`src/rtl/sio_pkg.sv`:
```
package sio_pkg;

    typedef enum logic [1:0] {
        SRC_A   = 2'd0,
        SRC_B   = 2'd1,
        SRC_C   = 2'd2,
        SRC_OFF = 2'd3
    } sio_src_e;

    // Control word, bit 5 down to bit 0
    typedef struct packed {
        logic     idle_lvl;   // [5] output level between transfers (external clock)
        logic     pol;        // [4] clock polarity
        logic     msb_first;  // [3] bit order
        logic     int_clk;    // [2] 1: internal divider drives the clock
        sio_src_e src;        // [1:0] strobe select
    } sio_cfg_t;

    localparam int CTL_W = $bits(sio_cfg_t);

endpackage

```
`src/rtl/sio_sync.sv`:
```
module sio_sync #(
    parameter int STAGES = 2
) (
    input  logic clk,
    input  logic rst,
    input  logic d,
    output logic q
);
    logic [STAGES-1:0] pipe;

    always_ff @(posedge clk) begin
        if (rst) pipe <= '0;
        else     pipe <= {pipe[STAGES-2:0], d};
    end

    assign q = pipe[STAGES-1];
endmodule

```
`src/rtl/sio_baud.sv`:
```
module sio_baud #(
    parameter int DIV_W = 8
) (
    input  logic             clk,
    input  logic             rst,
    input  logic             run,
    input  logic             restart,
    input  logic             tick,
    input  logic [DIV_W-1:0] div,
    output logic             half
);
    logic [DIV_W-1:0] cnt;

    assign half = run && tick && (cnt == div);

    always_ff @(posedge clk) begin
        if (rst || restart || !run) cnt <= '0;
        else if (tick)              cnt <= (cnt == div) ? '0 : cnt + 1'b1;
    end
endmodule

```
`src/rtl/sio_engine.sv`:
```
module sio_engine #(
    parameter int DATA_W = 8
) (
    input  logic              clk,
    input  logic              rst,
    input  logic              int_clk,
    input  logic              pol,
    input  logic              msb_first,
    input  logic              idle_lvl,
    input  logic              ctl_we,
    input  logic              wr_pol,
    input  logic              wr_idle,
    input  logic              dat_we,
    input  logic [DATA_W-1:0] dat_wdata,
    input  logic              half,
    input  logic              ext_lead,
    input  logic              ext_trail,
    input  logic              sdi_s,
    output logic [DATA_W-1:0] sr_q,
    output logic              obit,
    output logic              oe_q,
    output logic              sclk_q,
    output logic              busy,
    output logic              hold,
    output logic              irq
);
    localparam int             CNT_W = $clog2(DATA_W);
    localparam [CNT_W-1:0]     LAST  = CNT_W'(DATA_W - 1);

    logic [CNT_W-1:0] nbit;
    logic             at_rest;

    function automatic logic pick(input logic [DATA_W-1:0] v, input logic m);
        return m ? v[DATA_W-1] : v[0];
    endfunction

    function automatic logic [DATA_W-1:0] push(input logic [DATA_W-1:0] v,
                                               input logic m, input logic b);
        return m ? {v[DATA_W-2:0], b} : {b, v[DATA_W-1:1]};
    endfunction

    assign at_rest = (sclk_q != pol);

    always_ff @(posedge clk) begin
        if (rst) begin
            sr_q   <= '0;
            obit   <= 1'b0;
            oe_q   <= 1'b0;
            sclk_q <= 1'b1;
            busy   <= 1'b0;
            hold   <= 1'b0;
            irq    <= 1'b0;
            nbit   <= '0;
        end else begin
            irq <= 1'b0;
            if (ctl_we) begin
                sclk_q <= ~wr_pol;
                obit   <= wr_idle;
                oe_q   <= 1'b0;
                hold   <= 1'b0;
            end else if (dat_we) begin
                sr_q <= dat_wdata;
                busy <= 1'b1;
                nbit <= '0;
                hold <= 1'b0;
                if (int_clk) begin
                    oe_q   <= 1'b0;
                    sclk_q <= ~pol;
                end
            end else if (int_clk) begin
                if (half && busy) begin
                    if (at_rest) begin
                        sclk_q <= pol;
                        obit   <= pick(sr_q, msb_first);
                        oe_q   <= 1'b1;
                    end else begin
                        sclk_q <= ~pol;
                        sr_q   <= push(sr_q, msb_first, sdi_s);
                        nbit   <= nbit + 1'b1;
                        if (nbit == LAST) begin
                            busy <= 1'b0;
                            irq  <= 1'b1;
                            hold <= 1'b1;
                        end
                    end
                end else if (half && hold) begin
                    hold <= 1'b0;
                    oe_q <= 1'b0;
                end
            end else begin
                if (ext_lead) obit <= pick(sr_q, msb_first);
                if (ext_trail) begin
                    sr_q <= push(sr_q, msb_first, sdi_s);
                    if (busy) begin
                        nbit <= nbit + 1'b1;
                        if (nbit == LAST) begin
                            busy <= 1'b0;
                            irq  <= 1'b1;
                            obit <= idle_lvl;
                        end
                    end
                end
            end
        end
    end


    irq_pulse_chk: assert property (@(posedge clk) disable iff (rst)
        irq |=> !irq);


    irq_idle_chk: assert property (@(posedge clk) disable iff (rst)
        irq |-> !busy);
endmodule

```
`src/rtl/sio_unit.sv`:
```
module sio_unit
    import sio_pkg::*;
#(
    parameter int DATA_W      = 8,
    parameter int DIV_W       = 8,
    parameter int SYNC_STAGES = 2
) (
    input  logic              clk,
    input  logic              rst,
    input  logic              tick_a,
    input  logic              tick_b,
    input  logic              tick_c,
    input  logic              ctl_we,
    input  logic [CTL_W-1:0]  ctl_wdata,
    input  logic              div_we,
    input  logic [DIV_W-1:0]  div_wdata,
    input  logic              dat_we,
    input  logic [DATA_W-1:0] dat_wdata,
    output logic [DATA_W-1:0] dat_rdata,
    output logic              busy,
    output logic              irq,
    input  logic              sclk_in,
    output logic              sclk_out,
    output logic              sclk_oe,
    input  logic              sdi,
    output logic              sdo,
    output logic              sdo_oe
);
    sio_cfg_t         cfg, cfg_wr;
    logic [DIV_W-1:0] div_q;
    logic             tick_sel, half, hold, oe_q, obit, sclk_q;
    logic             sclk_s, sclk_p, sdi_s, ext_edge, ext_lead, ext_trail;

    assign cfg_wr = sio_cfg_t'(ctl_wdata);

    always_ff @(posedge clk) begin
        if (rst) begin
            cfg    <= '0;
            div_q  <= '0;
            sclk_p <= 1'b0;
        end else begin
            if (ctl_we) cfg   <= cfg_wr;
            if (div_we) div_q <= div_wdata;
            sclk_p <= sclk_s;
        end
    end

    always_comb begin
        unique case (cfg.src)
            SRC_A:   tick_sel = tick_a;
            SRC_B:   tick_sel = tick_b;
            SRC_C:   tick_sel = tick_c;
            default: tick_sel = 1'b0;
        endcase
    end

    sio_sync #(.STAGES(SYNC_STAGES)) u_sync_clk (
        .clk(clk), .rst(rst), .d(sclk_in), .q(sclk_s));
    sio_sync #(.STAGES(SYNC_STAGES)) u_sync_dat (
        .clk(clk), .rst(rst), .d(sdi), .q(sdi_s));

    assign ext_edge  = (sclk_s != sclk_p);
    assign ext_lead  = ext_edge && (sclk_s == cfg.pol);
    assign ext_trail = ext_edge && (sclk_s != cfg.pol);

    sio_baud #(.DIV_W(DIV_W)) u_baud (
        .clk(clk), .rst(rst),
        .run(cfg.int_clk && (busy || hold)),
        .restart(dat_we || ctl_we),
        .tick(tick_sel), .div(div_q), .half(half));

    sio_engine #(.DATA_W(DATA_W)) u_engine (
        .clk(clk), .rst(rst),
        .int_clk(cfg.int_clk), .pol(cfg.pol), .msb_first(cfg.msb_first),
        .idle_lvl(cfg.idle_lvl),
        .ctl_we(ctl_we), .wr_pol(cfg_wr.pol), .wr_idle(cfg_wr.idle_lvl),
        .dat_we(dat_we), .dat_wdata(dat_wdata),
        .half(half), .ext_lead(ext_lead), .ext_trail(ext_trail), .sdi_s(sdi_s),
        .sr_q(dat_rdata), .obit(obit), .oe_q(oe_q), .sclk_q(sclk_q),
        .busy(busy), .hold(hold), .irq(irq));

    assign sclk_out = cfg.int_clk ? sclk_q : ~cfg.pol;
    assign sclk_oe  = cfg.int_clk;
    assign sdo      = obit;
    assign sdo_oe   = cfg.int_clk ? oe_q : 1'b1;


    clk_park_chk: assert property (@(posedge clk) disable iff (rst)
        (cfg.int_clk && !busy) |-> (sclk_out == !cfg.pol));


    oe_on_lead_chk: assert property (@(posedge clk) disable iff (rst)
        ($rose(sdo_oe) && cfg.int_clk) |-> (sclk_out == cfg.pol));


    oe_release_chk: assert property (@(posedge clk) disable iff (rst)
        ($fell(sdo_oe) && cfg.int_clk && !$past(dat_we) && !$past(ctl_we)) |-> !busy);
endmodule

```
`config.mk`:
```
export PLATFORM = sky130hd
export DESIGN_NAME = sio_unit
export DESIGN_NICKNAME = d
export VERILOG_FILES = /design/src/rtl/sio_pkg.sv /design/src/rtl/sio_sync.sv /design/src/rtl/sio_baud.sv /design/src/rtl/sio_engine.sv /design/src/rtl/sio_unit.sv
export SDC_FILE = /design/constraint.sdc
export NUM_CORES = 1
export LEC_CHECK = 0
export CAP_MARGIN = 20
export CORE_MARGIN = 5
export CORE_UTILIZATION = 55
export DETAILED_ROUTE_END_ITERATION = 7
export GPL_TIMING_DRIVEN = 1
export PLACE_DENSITY = 0.81
export SLEW_MARGIN = 5
export SYNTH_ARGS = -nofsm -noshare
export SYNTH_HDL_FRONTEND = slang
export SYNTH_SLANG_ARGS = --single-unit
```
`constraint.sdc`:
```
create_clock -name clk -period 4.2 [get_ports clk]
set_input_delay 0.84 -clock clk [delete_from_list [all_inputs] [get_ports clk]]
set_output_delay 0.84 -clock clk [all_outputs]
set_load 0.005 [all_outputs]
```
==> out/metrics.cfg, run 1 <==
[cts]
numCtsBuffers = 5
clk_path_buf_depth = 2
root_buffer = clkbuf_8
cts_tree = done
post_cts_buffers = 0
htree_levels = 2
insertion_delay_ps = 300
clock_sinks = 44
cts_hold_buf = 0
cts_resized = 0
path_clk_slew_ps = 90

[timing]
rsz0062_at_grt = no
max_freq_ghz = 0.363
setup_violations = 0
skew_ps = 11.1
finalCritPeriodShare_pct = 65.7
relSlewSlack_pct = 56.3
worst_pin_slew_ps = 656
setup-tns-final_ps = 0
fin_crit_ps = 2760
drv_slew = 0
hold_violations = 0

[synth]
synth_area_mm2 = 0.00250
synth_top_area_share_pct = 35.2
synth.area.top_cells = dfxtp_1 (35%), mux2i_1 (9.6%), nor2_1 (5.6%)
ys_warn_count = 0
synth_area_per_cell_um2 = 8.81
syn-num-nets = 319
yosys.cell_types.count = 45
yosys.area.top_type = dfxtp_1
synth_seq_cells = 44
synth_cells = 284
ys_seq_area_share_pct = 35.2

[worst_hold_path]
worstHoldStart = u_sync_dat.pipe[0]
holdCritPathClass = reg -> reg

[run_status]
status = finished clean

[die]
coreArea_mm2 = 0.00438
rows = 24
start_util_pct = 57.0
dieArea_mm2 = 0.00600
die_width_um = 77.4
io-pin-count = 46
die_h_um = 77.4

[routing]
wl_per_cell_um = 15.3
highest_layer = met4
drtIter0Drc = 203
firstDrtPassIters = 4
postRouteAntennaNets = 0
vias = 2194
dr_wl_met3_um = 349
via_per_inst = 5.88
wl_mm = 5.69
drc_errors = 0
dr_wl_met2_mm = 2.64
m1WireLength_mm = 2.64

[power_and_ir_drop]
power_density_mw_per_mm2 = 291
peakVddDrop_uv = 202
p_leak_nw = 1.15
finalPower_mw = 0.883

[critical_path]
cp_data_required_time_ps = 4390
rr_startpoint = cfg[4]
critPathArrivalTime_ps = 2950
cp_max_fo = 35
end_kind = flip-flop
start_kind = primary input
critPathLaunch = rst
crit_type = in -> reg

[layout]
n_fill_cell = 379
drive_gt1_share_pct = 9.03
areaGrowthSynthToFinish_pct = 21.5
diodes = 0
multi_input_area_mm2 = 0.00150
final_area_mm2 = 0.00304
nNetsFinal = 355
seqCellArea_um2 = 881

[global_route]
overflow = 0
antenna_found_initial = 0
grtUsageTotal_pct = 19.0
grt_pass1_wl_mm = 9.63
grt_pass1_vias = 2103
grt_max_degree = 36

[placed_design]
portBuffers = 45
hpwlAfterDp_mm = 4.09
gp_congestion = 0.865
placed_cell_area_mm2 = 0.00294

[job]
drv_cap = 0

## placed cells by master, fill, tap and decap left out, types with 2 or more instances in the layout
cell	instances
a21oi_1	6
a31o_1	4
a32oi_1	8
and3_1	5
and3b_1	2
and4_1	2
buf_4	3
clkbuf_8	6
clkdlybuf4s50_1	45
clkinvlp_4	2
dfxtp_1	44
ha_1	3
inv_1	4
mux2_2	10
mux2i_1	24
nand2_1	23
nand2b_1	5
nand3_1	13
nand3b_1	10
nand4_1	6
nor2_1	37
nor2b_1	6
nor3_1	3
nor3b_1	10
nor4_1	2
o21a_1	2
o21ai_0	4
o22ai_1	2
xnor2_1	9
xor2_1	6
## area by class of cell
cell class / count / share of cell area [%]
Multi-Input combinational cell: 216 / 49.5
Sequential cell: 44 / 29.0
Timing Repair Buffer: 48 / 15.6
Clock buffer: 6 / 2.72
Tap cell: 52 / 2.14
Inverter: 5 / 0.618
Clock inverter: 2 / 0.494
## kinds of logic (layout without fill, tap and decap cells)
family,Yosys count,in the layout,share of synthesized area (%)
AND/OR/NAND/NOR,132,132,29.4
flip-flops,44,44,35.2
multiplexers,34,34,14.1
AO/OA/AOI/OAI,31,31,9.25
buffers and inverters,24,61,4.65
XOR/XNOR,16,16,5.90
adder cells (fa/ha/maj),3,3,1.50
## flip-flops by register name, indices dropped and copies added, names as in the netlist
register         cells
div_q                8
u_baud.cnt           8
u_engine.sr_q        8
cfg                  5
u_engine.nbit        3
u_sync_clk.pipe      2
u_sync_dat.pipe      2
sclk_oe              1
sclk_p               1
u_engine.busy        1
u_engine.hold        1
u_engine.irq         1
u_engine.obit        1
u_engine.oe_q        1
u_engine.sclk_q      1
## critical path, cell delays in order
cell	delay, ps
clkdlybuf4s50_1	460
buf_4	340
clkinv_1	540
and2_1	430
a32oi_1	220
nand3_1	100
## where the power goes
group	leakage, nW	internal (mW)	switching [mW]
Sequential	0.360	0.433	0.0214
Combinational	0.748	0.0815	0.0679
Clock	0.0434	0.133	0.146
Total	1.15	0.648	0.235
## worst paths after layout
kind	depth (start not counted)	endpoint	slack (ps)
setup / recovery	6	u_engine.sr_q[2]	1440
setup reg to reg	5	u_engine.nbit[0]	2240
hold reg to reg	1	u_sync_dat.pipe[1]	450
hold / removal	1	u_sync_dat.pipe[1]	450
## Yosys cell counts, drive strengths merged
master / number
nand2b: 5
nand4: 7
nand3: 13
nor4: 3
a21oi: 6
xnor2: 10
o21a: 2
a32oi: 8
nand4b: 1
nor2: 37
mux2: 10
o31a: 1
and4: 2
o22ai: 2
a31oi: 1
buf: 10
nor4b: 1
and3b: 2
inv: 4
xor2: 6
o311ai: 1
mux2i: 24
clkinv: 1
or3b: 1
a31o: 4
nand2: 23
nor3: 3
o21ai: 5
o41ai: 1
and2: 1
and3: 5
or4: 2
clkbuf: 9
dfxtp: 44
nand3b: 10
nor3b: 10
nor2b: 6
ha: 3
## routing by layer
metal,GRT usage [%],vias to the layer above
met2,30.0,64
met5,0,-
met4,6.36,0
met3,4.28,6
li1,-,1085
met1,25.8,1039
## stage by stage
step	std cells	setup WS (ps)	hold WS (ps)	utilization [%]
after floorplan	284	2120	414	-
after global routing	373	1310	467	69.3
final	373	1440	454	69.3
after global placement	365	1280	416	67.1
after CTS	373	1480	457	69.3
after detailed placement	365	1180	430	67.1
(Power assumes the default switching activity.)
==> inputs of run 2 (changes only) <==
- CORE_UTILIZATION: 55 -> 47
- PLACE_DENSITY: 0.81 -> 0.74
- clock period: 4.2 -> 2.3 ns (I/O delays scaled with it)
==> out/metrics.cfg, run 2 (synthesis results as in run 1) <==
[placed_design]
pre_cts_ws_ps = 20.7
gp_congestion = 0.847
portBuffers = 45
hpwlAfterDp_mm = 4.42

[layout]
n_fill_cell = 504
diodes = 0
final_util_pct = 60.3
biggestRegsByFlops = div_q: 8 flops, u_baud.cnt: 8 flops, u_engine.sr_q: 8 flops
seqCellArea_um2 = 881
drive_gt1_share_pct = 10.7
layout_common_cells = clkdlybuf4s50_1 (45), dfxtp_1 (44), nor2_1 (37), mux2i_1 (24), nand2_1 (23)
areaGrowthSynthToFinish_pct = 24.0
nNetsFinal = 363
final_common_cell = clkdlybuf4s50_1
multi_input_area_mm2 = 0.00150

[routing]
drc_errors = 0
drtIter0Drc = 64
firstDrtPassIters = 4
vias = 2156
wl_per_cell_um = 14.7
via_per_inst = 5.42
postRouteAntennaNets = 0
wl_mm = 5.85

[critical_path]
slowest_stage = clkdlybuf4s50_1
rr_startpoint = u_baud.cnt[3]
reg2reg_depth = 5
cp_data_required_time_ps = 1840
critical_path_buf_inv_count = 1
rrSetupSlack_ps = 480
r2r_end = u_engine.nbit[0]
end_kind = primary output
start_kind = flip-flop
slowest_delay_ps = 550
cp_top_family = buffers and inverters
path_cells = o21ai_0 -> clkdlybuf4s50_1
cp_max_fo = 8
critPathArrivalTime_ps = 1520
crit_type = reg -> out

[cts]
clock_sinks = 44
cts_hold_buf = 0
numCtsBuffers = 5
path_clk_slew_ps = 80
cts_resized = 0
root_buffer = clkbuf_8
clk_path_buf_depth = 2
cts_tree = done
insertion_delay_ps = 290
htree_levels = 2
post_cts_buffers = 0

[worst_hold_path]
whs_path_depth = 1
worstHoldStart = u_sync_clk.pipe[0]
holdPathEnd = u_sync_clk.pipe[1]
holdCritPathClass = reg -> reg

[timing]
worst_pin_slew_ps = 504
relSlewSlack_pct = 66.3
setup_violations = 0
finalCritPeriodShare_pct = 86.0
setup_ws_ps = 322
drv_slew = 0
hold_violations = 0
skew_ps = 5.00
setup-tns-final_ps = 0
max_freq_ghz = 0.506
fin_crit_ps = 1980
rsz0062_at_grt = no

[power_and_ir_drop]
comb_power_share_pct = 18.4
clkPwrFrac_pct = 28.9
peakVddDrop_uv = 378
power_density_mw_per_mm2 = 506
netSwitchingFraction_pct = 26.2
p_leak_nw = 1.19
cellInternalPower_mw = 1.16
finalPower_mw = 1.57
switchingPower_mw = 0.411
p_seq_share_pct = 52.7

[die]
dieArea_mm2 = 0.00688
rows = 26
io-pin-count = 46
die_width_um = 83.0
start_util_pct = 48.7
die_h_um = 83.0
coreArea_mm2 = 0.00514

[global_route]
antenna_found_initial = 0
grtUsageTotal_pct = 17.8
overflow = 0
grt_pass1_vias = 2192
grt_pass1_wl_mm = 10.4
grt_max_degree = 19

[job]
drv_cap = 0

[run_status]
status = finished clean

==> run 2: cell type report <==
cell class,instances,area share [%]
Clock buffer,6,2.34
Clock inverter,1,0.161
Inverter,5,0.605
Multi-Input combinational cell,216,48.5
Sequential cell,44,28.4
Tap cell,70,2.82
Timing Repair Buffer,56,17.2
==> run 2: power by group through the flow <==
| stage | clock network, mW | registers [mW] | logic, mW |
|---|---|---|---|
| after floorplan | 0 | 0.829 | 0.176 |
| after global placement | 0 | 0.844 | 0.282 |
| after detailed placement | 0 | 0.845 | 0.288 |
| after CTS | 0.469 | 0.827 | 0.289 |
| after global routing | 0.507 | 0.833 | 0.316 |
| final | 0.453 | 0.827 | 0.288 |
==> run 2: through the flow <==
step,cells,cell area [um2],hold slack [ps]
2_1_floorplan,284,2500,414
3_3_place_gp,391,3020,417
3_5_place_dp,391,3020,425
4_1_cts,398,3100,444
5_1_grt,398,3100,467
6_report,398,3100,439
==> run 2: routing by layer <==
layer	part of all wire [%]	track usage (%)
met1	47	22.2
met2	48	30.4
met3	4.4	4.26
met4	1.3	4.90
met5	0	0
==> run 2: how the worst max path moves through the flow <==
stage                       from                to  slack [ps]  cells past startpoint
after CTS                 cfg[4]          sclk_out         330                      2
after detailed placement  tick_c  u_engine.nbit[1]          20                      6
after floorplan           tick_c  u_engine.sr_q[5]         600                      6
after global routing      cfg[4]          sclk_out         200                      2
after global placement    tick_c  u_engine.nbit[0]          80                      6
final                     cfg[4]          sclk_out         320                      2
==> inputs of run 3 (changes only) <==
- CORE_UTILIZATION: 47 -> 57
- DONT_BUFFER_PORTS: unset -> 1
- PLACE_DENSITY: 0.74 -> 0.73
==> out/metrics.cfg, run 3 (synthesis results as in run 1) <==
[run_status]
status = finished clean

[critical_path]
critPathArrivalTime_ps = 2150
path_cells = or3b_4 -> a31o_1 -> nor4b_4 -> and3b_1 -> a31o_1
start_kind = flip-flop
cp_max_fo = 17
critical_path_buf_inv_count = 0
rr_startpoint = cfg[4]
rrSetupSlack_ps = 400
end_kind = flip-flop
slowest_delay_ps = 430
r2r_end = u_engine.nbit[0]
reg2reg_depth = 5
crit_type = reg -> reg
cp_data_required_time_ps = 2550
cp_top_family = simple AND/OR/NAND/NOR gates
slowest_stage = or3b_4
critPathMostFrequentCell = a31o_1

[routing]
wl_per_cell_um = 16.0
vias = 1983
via_per_inst = 6.05
drtIter0Drc = 228
postRouteAntennaNets = 0
wl_mm = 5.24
drc_errors = 0
firstDrtPassIters = 4

[die]
start_util_pct = 58.2
die_h_um = 76.2
rows = 24
die_width_um = 76.2
coreArea_mm2 = 0.00429
dieArea_mm2 = 0.00581
io-pin-count = 46

[timing]
finalCritPeriodShare_pct = 82.7
rsz0062_at_grt = no
worst_pin_slew_ps = 609
setup_violations = 0
fin_crit_ps = 1900
hold_violations = 0
drv_slew = 0
relSlewSlack_pct = 59.4
skew_ps = 8.31
setup-tns-final_ps = 0
max_freq_ghz = 0.526
setup_ws_ps = 399

[global_route]
overflow = 0
grtUsageTotal_pct = 18.2
antenna_found_initial = 0
grt_pass1_vias = 1908
grt_max_degree = 36
grt_pass1_wl_mm = 8.95

[layout]
final_common_cell = dfxtp_1
final_util_pct = 60.6
drive_gt1_share_pct = 10.5
nNetsFinal = 310
diodes = 0
layout_common_cells = dfxtp_1 (44), nor2_1 (37), mux2i_1 (24), nand2_1 (23), nand3_1 (13)
final_area_mm2 = 0.00260
areaGrowthSynthToFinish_pct = 4.05
biggestRegsByFlops = div_q: 8 flops, u_baud.cnt: 8 flops, u_engine.sr_q: 8 flops
n_fill_cell = 407

[power_and_ir_drop]
clkPwrFrac_pct = 37.2
peakVddDrop_uv = 388
p_leak_nw = 0.990
p_seq_share_pct = 52.0
switchingPower_mw = 0.395
cellInternalPower_mw = 1.20
power_density_mw_per_mm2 = 612
comb_power_share_pct = 10.8
netSwitchingFraction_pct = 24.8

[placed_design]
pre_cts_ws_ps = 420
portBuffers = 0
hpwlAfterDp_mm = 3.79
gp_congestion = 0.764
placed_cell_area_mm2 = 0.00249

[cts]
numCtsBuffers = 5
insertion_delay_ps = 300
clk_path_buf_depth = 2
cts_hold_buf = 0
root_buffer = clkbuf_8
cts_resized = 0
path_clk_slew_ps = 90
cts_tree = done
post_cts_buffers = 0
htree_levels = 2
clock_sinks = 44

[worst_hold_path]
holdPathEnd = sclk_oe
holdCritPathClass = in -> reg
whs_path_depth = 1
worstHoldStart = rst

[job]
drv_cap = 0

run 3: cell count changes in the layout (fill, tap and decap cells not counted), sizes merged:
cell and change:
clkdlybuf4s50 -45, buf -8, bufinv +1, clkbuf -1, clkinvlp +1
run 3: layout make-up:
cell class,instances,area [um2],area share [%]
well taps,52,65.1,2.50
flip-flops and latches,44,881,33.8
repair buffers,3,22.5,0.865
clock inverters,3,42.5,1.63
clock buffers,5,68.8,2.64
inverters,5,18.8,0.721
multi-input cells,216,1500,57.8
run 3: how the worst max path moves through the flow:
stage,start,end,slack [ps],cells after the start
final,cfg[4],u_engine.nbit[0],400,5
after global routing,cfg[4],u_engine.nbit[1],250,5
after CTS,cfg[4],u_engine.nbit[0],410,5
after detailed placement,cfg[4],u_engine.nbit[0],420,5
after global placement,cfg[4],u_engine.nbit[0],440,5
after floorplan,tick_c,u_engine.sr_q[5],600,6
run 3: layer usage:
metal / global-route usage, % / wire (um) / vias up
li1: - / - / 996
met4: 4.02 / 30 / 0
met2: 29.2 / 2520 / 50
met5: 0 / 0 / -
met3: 6.86 / 336 / 4
met1: 23.1 / 2350 / 933
run 3: power by group through the flow:
stage | combinational [mW] | clock [mW] | sequential [mW]
after CTS | 0.172 | 0.604 | 0.828
after floorplan | 0.176 | 0 | 0.829
after global routing | 0.192 | 0.645 | 0.833
after global placement | 0.168 | 0 | 0.845
final | 0.172 | 0.593 | 0.827
after detailed placement | 0.172 | 0 | 0.845
run 3: through the flow:
| step | hold WS (ps) | power, mW | std cells |
|---|---|---|---|
| after floorplan | 414 | 1.01 | 284 |
| after global placement | 419 | 1.01 | 320 |
| after detailed placement | 429 | 1.02 | 320 |
| after CTS | 213 | 1.60 | 328 |
| after global routing | 202 | 1.67 | 328 |
| final | 223 | 1.59 | 328 |
